==> src/rtl/hs_link_ctrl.sv <==
module hs_link_ctrl #(
  parameter int INIT_CYCLES = 13750,
  parameter int IDLE_CYCLES = 13125
) (
  input  logic clk,
  input  logic rst_n,
  input  logic en,
  input  logic uv_fault,
  input  logic bp_scl,
  input  logic bp_sda,
  input  logic cd_scl,
  input  logic cd_sda,
  output logic link_on,
  output logic prechg_on,
  output logic ready
);
  localparam int MAXC = (INIT_CYCLES > IDLE_CYCLES) ? INIT_CYCLES : IDLE_CYCLES;
  localparam int CW   = $clog2(MAXC + 1);

  typedef enum logic [1:0] {S_OFF, S_INIT, S_WAIT, S_LINK} st_t;
  st_t st;
  logic [CW-1:0] cnt;
  logic [3:0] sy1, sy2;
  logic sda_prev;

  always_ff @(posedge clk or negedge rst_n) begin
    if (!rst_n) begin
      sy1 <= '1;
      sy2 <= '1;
      sda_prev <= 1'b1;
    end else begin
      sy1 <= {bp_scl, bp_sda, cd_scl, cd_sda};
      sy2 <= sy1;
      sda_prev <= sy2[2];
    end
  end

  wire go     = en & ~uv_fault;
  wire all_hi = &sy2;
  wire stop_s = sy2[3] & sy2[2] & ~sda_prev;

  always_ff @(posedge clk or negedge rst_n) begin
    if (!rst_n) begin
      st  <= S_OFF;
      cnt <= '0;
    end else if (!go) begin
      st  <= S_OFF;
      cnt <= '0;
    end else begin
      unique case (st)
        S_OFF: begin
          st  <= S_INIT;
          cnt <= '0;
        end
        S_INIT:
          if (cnt == CW'(INIT_CYCLES - 1)) begin
            st  <= S_WAIT;
            cnt <= '0;
          end else cnt <= cnt + 1'b1;
        S_WAIT:
          if (!all_hi) cnt <= '0;
          else if (stop_s || cnt == CW'(IDLE_CYCLES - 1)) begin
            st  <= S_LINK;
            cnt <= '0;
          end else cnt <= cnt + 1'b1;
        default: st <= S_LINK;
      endcase
    end
  end

  assign link_on   = (st == S_LINK);
  assign ready     = link_on;
  assign prechg_on = (st == S_INIT) || (st == S_WAIT);
endmodule

==> config.mk <==
export PLATFORM = sky130hd
export DESIGN_NAME = hs_link_ctrl
export DESIGN_NICKNAME = d
export VERILOG_FILES = /design/src/rtl/hs_link_ctrl.sv
export SDC_FILE = /design/constraint.sdc
export NUM_CORES = 1
export LEC_CHECK = 0
export BUFFER_PORTS_ARGS = -buffer_cell sky130_fd_sc_hd__buf_2
export CAP_MARGIN = 25
export CORE_ASPECT_RATIO = 0.7
export CORE_MARGIN = 2
export CORE_UTILIZATION = 45
export CTS_CLUSTER_DIAMETER = 40
export CTS_CLUSTER_SIZE = 24
export DETAILED_ROUTE_END_ITERATION = 6
export HOLD_SLACK_MARGIN = 0.03
export SYNTH_ARGS = -nofsm -noshare
export SYNTH_HDL_FRONTEND = slang
export SYNTH_SLANG_ARGS = --single-unit
==> constraint.sdc <==
create_clock -name clk -period 2.6 [get_ports clk]
set_input_delay 0.26 -clock clk [delete_from_list [all_inputs] [get_ports clk]]
set_output_delay 0.26 -clock clk [all_outputs]
set_load 0.03 [all_outputs]
==> run metrics, run 1 <==
NumNets Final 157; ranking of synthesized cells by area dfrtp_1 (30%), dfstp_2 (18%), ha_1 (7.6%); Min-Delay Path Class primary input to flop; internal power 572 uW; clk slew on worst S/H paths 0.09 ns; grt ovf 0; vias in the first global route 908; RSZ-0062 raised after global routing no; Unique masters post-synth 37; post-CTS setup buffers 0; CP Data Arrival Time 2.52 ns; Avg Synthesized Cell Area 10.4 um2; Crit Path Max Fanout 18; syn_nets 143; grt peak-use layer met2; Final Critical Period 2.34 ns; met1 Use GR 21.9%; H-tree levels 1; Port Buffer Count 10; M2 GR Usage 24.2%; die height 49.3 um; multi-input logic area 612 um2; clock network power share 30.3%; post-synth top area cell dfrtp_1; Req. time, crit path 2.79 ns; die width 68.7 um; Clock Tree Root clkbuf_8; switching share of power 26.4%; Residual DRC 0; Die Area 3390 um2; Iter 0 DRT Violations 41; Core Region 2800 um2; post-synthesis sequential area ratio 48.2%; Slew Limit Headroom 64.3%; first-pass GRT wire length 3990 um; Slew Limit Fails 0; routability cong. 0.844; Hold Path Depth 1; Vias 1003; critical path startpoint category flop; # rows 16; status finished, final reports clean; R2R Setup Slk 0.26 ns; Post-Route WL 2460 um; fin crit share 89.9%; ant diodes 0; fill cell count 274; Gate Count Post-Synth 127; Layout area overhead 10.6%; Sw Pwr 205 uW; DP Wirelength 1850 um; post-CTS sizing 0; Hold Vio Cnt, Final 0; cell depth of the worst setup path 8; Seq pwr share 55.1%; CP Capture Type flop; Starting Density 47.1%; TNS Setup 0 ns; CTS tree yes; P per Cell Area 532 nW/um2; critical path, cell by cell inv_1 -> ha_1 -> nand3b_1 -> or4_4 -> o22ai_2 -> buf_4 -> a41oi_1 -> a31oi_1; IO Pins 11; GRT met3 Usage 5.54%; Yosys top cell area share 30.3%; fmax 0.428 GHz; CP max-delay cell or4_4; VDD IR max 0.000440 V; FF+latch count, synth 25; Fin Hold WS 0.0787 ns; clock sink total 25; clk_skew 0.00393 ns; crit-path max cell delay 0.52 ns; WL/cell 13.9 um; crit-path leading delay family simple AND/OR/NAND/NOR gates; Yosys warning count 0; clk_lat worst skew 0.27 ns; worst path bufs/invs 2; pin count of the biggest net entering global routing 26; Leakage 0.000612 uW; Reg2Reg Depth 8; via/cell ratio 5.70; initial antenna violation count 0; worst slew pin tran 0.535 ns; max-cap viol count 0; Gate power share 14.6%; crit path kind flop to flop; Final setup viols 0; cell area after synthesis 1320 um2; total global-route track usage 15.7%; register area 637 um2; router iterations before antenna repair 4; cts bufs inserted 3; layout cells sized above 1 22.9%; Max clock buf depth 2; Final ANT Viol Nets 0
## per-layer routing
layer / wire length (um) / vias to the layer above
met5: 0 / -
met2: 1100 / 18
met3: 145 / 2
met1: 1190 / 495
met4: 13 / 0
li1: - / 488
## timing repair
item,in CTS,in global routing
endpoints found under the setup margin,0,0
hold endpoints to repair,16,0
hold buffers,1,0
## synthesized netlist by cell type (all sizes together)
cell type  instances
nand3b             1
nand3             11
ha                 8
a41oi              1
dfrtp             16
nand2b             2
o31ai              1
a21oi             11
and2               1
o311a              1
a211oi             2
inv                9
nor2               4
a22o               1
or4b               1
nand4b             2
or3                1
buf                4
or4                1
nor4               1
and3               6
xnor2              1
clkbuf             1
mux2i              1
or4bb              1
o41ai              1
nand4              3
dfstp              9
a31oi              7
o21ai              3
or3b               1
o22ai              1
nor3               2
nand2             10
and3b              1
## cells by family after synthesis
kind of cell / count (synthesis) / share of synthesized area, %
and+or+nand+nor: 49 / 22.7
AOI/OAI and AO/OA: 29 / 14.7
DFF: 25 / 48.2
buffers and inverters: 14 / 5.40
adders and majority gates: 8 / 7.58
xor gates and xnor gates: 1 / 0.664
muxes: 1 / 0.758
## state kept, by name (all words and copies together), names as in the netlist
| signal | cells |
|---|---|
| sy1 | 4 |
| sda_prev | 1 |
| st | 2 |
| cnt | 14 |
| sy2 | 4 |
## cells in the final DEF, fill, tap and decap left out, types with 2 or more instances in the layout
cell / instances
dfrtp_1: 16
a21oi_1: 11
nand3_1: 11
nand2_1: 10
buf_2: 10
inv_1: 9
dfstp_2: 9
ha_1: 8
a31oi_1: 7
and3_1: 6
nor2_1: 4
nand4_1: 3
o21ai_0: 3
clkbuf_8: 3
buf_4: 3
nand2b_1: 2
nand4b_1: 2
a211oi_1: 2
nor3_1: 2
## final timing paths
path / start / endpoint
max: st[0] / cnt[8]
min: cd_scl / sy1[1]
max reg2reg: st[0] / cnt[8]
min reg2reg: sy1[1] / sy2[1]
max in group asynchronous: rst_n / sy2[3]
min in group asynchronous: rst_n / cnt[1]
## final cells by class
class	count	share of cell area [%]
clock inverter	1	0.600
tap	36	3.08
clock buffer	3	2.83
timing repair buffer	14	5.66
multi-input combinational	88	41.9
inverter	9	2.31
sequential	25	43.6
## through the flow
step / setup slack [ns] / total power [uW] / utilization (%) / instance area, um2 / instances
global placement: 0.414 / 545 / 50.0 / 1400 / 171
detailed placement: 0.280 / 548 / 50.0 / 1400 / 171
finish: 0.263 / 776 / 52.1 / 1460 / 176
floorplan: 0.219 / 512 / - / 1320 / 127
CTS: 0.258 / 792 / 52.1 / 1460 / 176
global route: 0.162 / 824 / 52.1 / 1460 / 176
## power groups by stage
stage          Clock, uW  Sequential, uW  Combinational, uW
6_report             235             427                113
5_1_grt              263             431                130
4_1_cts              248             427                116
3_5_place_dp           0             435                113
3_3_place_gp           0             434                112
2_1_floorplan          0             431               81.5
No activity file was read; power rests on OpenSTA's default activity.
==> inputs of run 2 (changes only) <==
--- a/constraint.sdc
+++ b/constraint.sdc
@@ -3,2 +3,2 @@
 set_output_delay 0.26 -clock clk [all_outputs]
-set_load 0.03 [all_outputs]
+set_load 0.1 [all_outputs]
==> run metrics, run 2 (synthesized netlist as in run 1, its figures left out) <==
first-pass GRT wire length 4830 um (+21%); Core Region 2800 um2 (unchanged); status finished, final reports clean; CTS tree yes; Post-Route WL 2700 um (+10%); Crit Reg-Reg Startpoint st[0]; Leakage 0.000614 uW (+0.19%); die width 68.7 um (unchanged); vias in the first global route 982 (+8.1%); Final Core Density 52.5% (+0.45 points); ant diodes 0 (unchanged); Layout area overhead 11.6%; design area 1470 um2 (+0.86%); Slew Limit Headroom 63.0% (-1.4 points); Crit Path Max Fanout 8 (-10); clk_lat worst skew 0.27 ns (about the same); register area 637 um2 (unchanged); Largest register FFs 14 (unchanged); Min-Delay Path Class primary input to flop; Req. time, crit path 2.79 ns (about the same); RSZ-0062 raised after global routing no; initial antenna violation count 0 (unchanged); pin count of the biggest net entering global routing 26 (unchanged); R2R Setup Slk 0.23 ns (-0.04 ns); commonest non-fill, non-tap cell in the layout dfrtp_1; clock sink total 25 (unchanged); Clock Tree Root clkbuf_8; reg2reg end cnt[10]; fmax 0.421 GHz (-1.6%); critical path startpoint category flop; Max clock buf depth 2 (unchanged); Final ANT Viol Nets 0 (unchanged); CP Capture Type flop; DP Wirelength 2000 um (+8.3%); IO Pins 11 (unchanged); dpl cells 171 (unchanged); Final Critical Period 2.37 ns (+0.0380 ns); Final setup viols 0 (unchanged); Vias 1021 (+1.8%); via/cell ratio 5.80 (+1.8%); die height 49.3 um (unchanged); multi-input logic area 624 um2 (+2.0%); top flop regs cnt x14, sy1 x4, sy2 x4; hold path startpoint bp_scl; VDD IR max 0.000339 V (-23%); clk slew on worst S/H paths 0.10 ns (about the same); WL/cell 15.4 um (+10%); Post-DP Area 1410 um2 (+0.89%); # rows 16 (unchanged); Iter 0 DRT Violations 58 (+41%); crit path kind flop to flop; TNS Setup 0 ns (unchanged); WHS Endpoint sy1[3]; Non-Filler Instances 176 (unchanged); CP Data Arrival Time 2.56 ns (+0.04 ns); total power 822 uW (+5.9%); router iterations before antenna repair 5 (+1); worst slew pin tran 0.556 ns (+0.0205 ns); grt ovf 0 (unchanged); Port Buffer Count 10 (unchanged); H-tree levels 1 (unchanged); Residual DRC 0 (unchanged); fin crit share 91.3% (+1.5 points); P per Cell Area 558 nW/um2 (+5.0%); total global-route track usage 19.2% (+3.4 points); Hold Path Depth 1 (unchanged); clk_skew 0.00629 ns (+0.00236 ns); Starting Density 47.1% (unchanged); max-cap viol count 0 (unchanged); routability cong. 0.800 (-5.2%); Hold Vio Cnt, Final 0 (unchanged); most frequent cells in the layout dfrtp_1 (16), a21oi_1 (11), nand3_1 (11); NumNets Final 157 (unchanged); Reg2Reg Depth 8 (unchanged); fill cell count 268 (-2.2%); Die Area 3390 um2 (unchanged); cts bufs inserted 3 (unchanged); Top reg by flops cnt; layout cells sized above 1 23.6% (+0.71 points); Slew Limit Fails 0 (unchanged)
run 2: cell counts in the layout (fill, tap and decap cells not counted):
No cell type changed its count.
run 2: worst max-delay path: stages, from the launching register on:
cell	delay, ns
dfrtp_1	0.42
inv_1	0.13
ha_4	0.29
nand3b_1	0.12
or4_4	0.53
o22ai_2	0.32
buf_4	0.22
o31ai_1	0.07
a31oi_1	0.19
run 2: what timing repair did:
item                                    in CTS  in global routing
setup buffers                                0                  0
gates resized for setup                      0                  0
hold buffers                                 1                  0
hold endpoints to repair                    16                  0
endpoints found under the setup margin       0                  0
run 2: power breakdown:
group	leakage [uW]	switching [uW]	internal (uW)
combinational	0.000271	92.2	53.1
sequential	0.000317	18.8	411
clock	0.0000261	135	112
run 2: metrics by stage:
step	hold slack (ns)	worst slack, ns
global route	0.0486	0.0558
detailed placement	0.285	0.252
CTS	0.0640	0.228
floorplan	-0.0356	0.208
global placement	0.276	0.359
finish	0.0709	0.226
run 2: layout make-up:
type,instances,area share [%]
clock buffers,3,2.80
clock inverters,1,0.595
repair buffers,14,5.61
inverters,9,2.29
multi-input cells,88,42.4
flip-flops and latches,25,43.2
well taps,36,3.06
run 2: layer usage:
| layer | GRT usage (%) | vias to the layer above | wire (um) |
|---|---|---|---|
| li1 | - | 490 | - |
| met2 | 27.4 | 27 | 1210 |
| met5 | 0 | - | 0 |
| met1 | 28.0 | 500 | 1350 |
| met4 | 6.21 | 0 | 36 |
| met3 | 5.08 | 4 | 109 |
run 2: worst max-delay path by stage:
stage	start	end	depth (start not counted)	slack, ns
after global placement	st[0]	cnt[3]	8	0.36
after global routing	st[0]	cnt[2]	8	0.06
final	st[0]	cnt[10]	8	0.23
after CTS	st[0]	cnt[10]	8	0.23
after detailed placement	st[0]	cnt[3]	8	0.25
after floorplan	st[0]	cnt[13]	7	0.21
==> inputs of run 3 (changes only) <==
Settings changed: CORE_MARGIN 2 to 3.
==> run metrics, run 3 (synthesized netlist as in run 1, its figures left out) <==
status finished, final reports clean; Slew Limit Fails 0 (unchanged); Clock Tree Root clkbuf_8; VDD IR max 0.000270 V (-20%); P per Cell Area 556 nW/um2 (-0.47%); Post-Place Worst Slack 0.256 ns (+0.00345 ns); first-pass GRT wire length 4400 um (-9.0%); Reg2Reg Depth 8 (unchanged); Final Critical Period 2.38 ns (+0.00459 ns); Residual DRC 0 (unchanged); Vias 954 (-6.6%); Top reg by flops cnt; die width 70.7 um (+2.9%); critical path startpoint category flop; reg2reg end cnt[8]; clock sink total 25 (unchanged); commonest non-fill, non-tap cell in the layout dfrtp_1; Hold Path Depth 1 (unchanged); Min-Delay Path Class primary input to flop; Final setup viols 0 (unchanged); post-CTS sizing 0 (unchanged); met1 Use GR 23.9% (-4.2 points); clock network power share 30.1% (about the same); M2 GR Usage 21.5% (-5.9 points); Final ANT Viol Nets 0 (unchanged); pin count of the biggest net entering global routing 26 (unchanged); CTS tree yes; Seq pwr share 52.9% (+0.6 points); H-tree levels 1 (unchanged); Post-Route WL 2530 um (-6.4%); hold path startpoint cd_sda; clk_skew 0.00122 ns (-0.00507 ns); NumNets Final 155 (-1.3%); max-cap viol count 0 (unchanged); Req. time, crit path 2.80 ns (about the same); Layout area overhead 10.2%; Die Area 3630 um2 (+7.1%); Crit Reg-Reg Startpoint st[1]; routability cong. 0.826 (+3.3%); Max clock buf depth 2 (unchanged); top flop regs cnt x14, sy1 x4, sy2 x4; critical path, cell by cell inv_1 -> ha_4 -> nand3b_1 -> or4_4 -> o22ai_2 -> buf_4 -> a41oi_1 -> a31oi_1; hold_buf cts 1 (unchanged); TNS Setup 0 ns (unchanged); fin worst setup slack 0.221 ns (-0.00459 ns); most frequent cells in the layout dfrtp_1 (16), a21oi_1 (11), nand3_1 (11); Hold Vio Cnt, Final 0 (unchanged); Core Region 2630 um2 (-6.3%); fin crit share 91.5% (+0.18 points); CP max-delay cell or4_4; fmax 0.420 GHz (-0.19%); WL/cell 14.7 um (-4.2%); CP Capture Type flop; cts bufs inserted 3 (unchanged); DP Wirelength 1860 um (-7.1%); router iterations before antenna repair 4 (-1); grt ovf 0 (unchanged); WHS Endpoint sy1[0]; initial antenna violation count 0 (unchanged); switching share of power 29.1% (-0.82 points); IO Pins 11 (unchanged); Iter 0 DRT Violations 82 (+41%); total global-route track usage 15.7% (-3.5 points); via/cell ratio 5.55 (-4.4%); clk_lat worst skew 0.27 ns (about the same); Starting Density 50.2% (+3.1 points); post-CTS setup buffers 0 (unchanged); Port Buffer Count 10 (unchanged); clk slew on worst S/H paths 0.09 ns (about the same); R2R Setup Slk 0.22 ns (about the same); vias in the first global route 900 (-8.4%); grt peak-use layer met1; Gate power share 17.0% (-0.7 points); Final Core Density 55.4% (+2.8 points); crit path kind flop to flop; RSZ-0062 raised after global routing no; GRT met3 Usage 5.30% (+0.22 points); crit-path max cell delay 0.53 ns (about the same); Slew Limit Headroom 44.9% (-18 points); die height 51.3 um (+4.1%); # rows 15 (-1); Crit Path Max Fanout 22 (+14); internal power 573 uW (-0.51%); layout cells sized above 1 22.5% (-1.1 points); Largest register FFs 14 (unchanged); worst slew pin tran 0.820 ns (+0.264 ns); ant diodes 0 (unchanged); CP Data Arrival Time 2.58 ns (+0.02 ns); Leakage 0.000603 uW (-1.8%); Sw Pwr 235 uW (-4.3%)
[run 3: critical path: cells and delay by family, from the launching register on]
kind | cells | cell delay (ns)
compound gates | 3 | 0.52
flops | 1 | 0.41
simple gates | 2 | 0.66
fa+ha+maj | 1 | 0.30
buf+inv | 2 | 0.40
[run 3: metal layers]
layer | routed length (um) | vias to the layer above
met3 | 202 | 2
li1 | - | 481
met2 | 995 | 38
met4 | 13 | 0
met1 | 1320 | 433
met5 | 0 | -
[run 3: per-stage QoR]
step / hold slack [ns] / cells / total power (uW) / area, um2
after floorplan: -0.0356 / 127 / 545 / 1330
after global placement: 0.275 / 167 / 570 / 1400
after detailed placement: 0.282 / 167 / 573 / 1400
after CTS: 0.0655 / 172 / 824 / 1460
after global routing: 0.0536 / 172 / 857 / 1460
final: 0.0738 / 172 / 808 / 1460
[run 3: cell type report]
class | instances | area, um2
Fill cell | 234 | 1170
Sequential cell | 25 | 637
Multi-Input combinational cell | 88 | 624
Timing Repair Buffer | 12 | 67.6
Tap cell | 34 | 42.5
Clock buffer | 3 | 41.3
Inverter | 9 | 33.8
Clock inverter | 1 | 8.76
[run 3: how the worst max path moves through the flow]
stage	slack [ns]	startpoint	cells after the start	end
3_5_place_dp	0.26	st[1]	8	cnt[8]
5_1_grt	0.09	st[1]	8	cnt[8]
4_1_cts	0.23	st[1]	8	cnt[8]
3_3_place_gp	0.33	st[0]	8	cnt[8]
2_1_floorplan	0.21	st[0]	7	cnt[13]
6_report	0.22	st[1]	8	cnt[8]
[run 3: power groups by stage]
stage | combinational (uW) | clock, uW | sequential, uW
finish | 137 | 243 | 428
global route | 153 | 273 | 432
CTS | 139 | 257 | 428
detailed placement | 138 | 0 | 435
global placement | 135 | 0 | 434
floorplan | 114 | 0 | 431
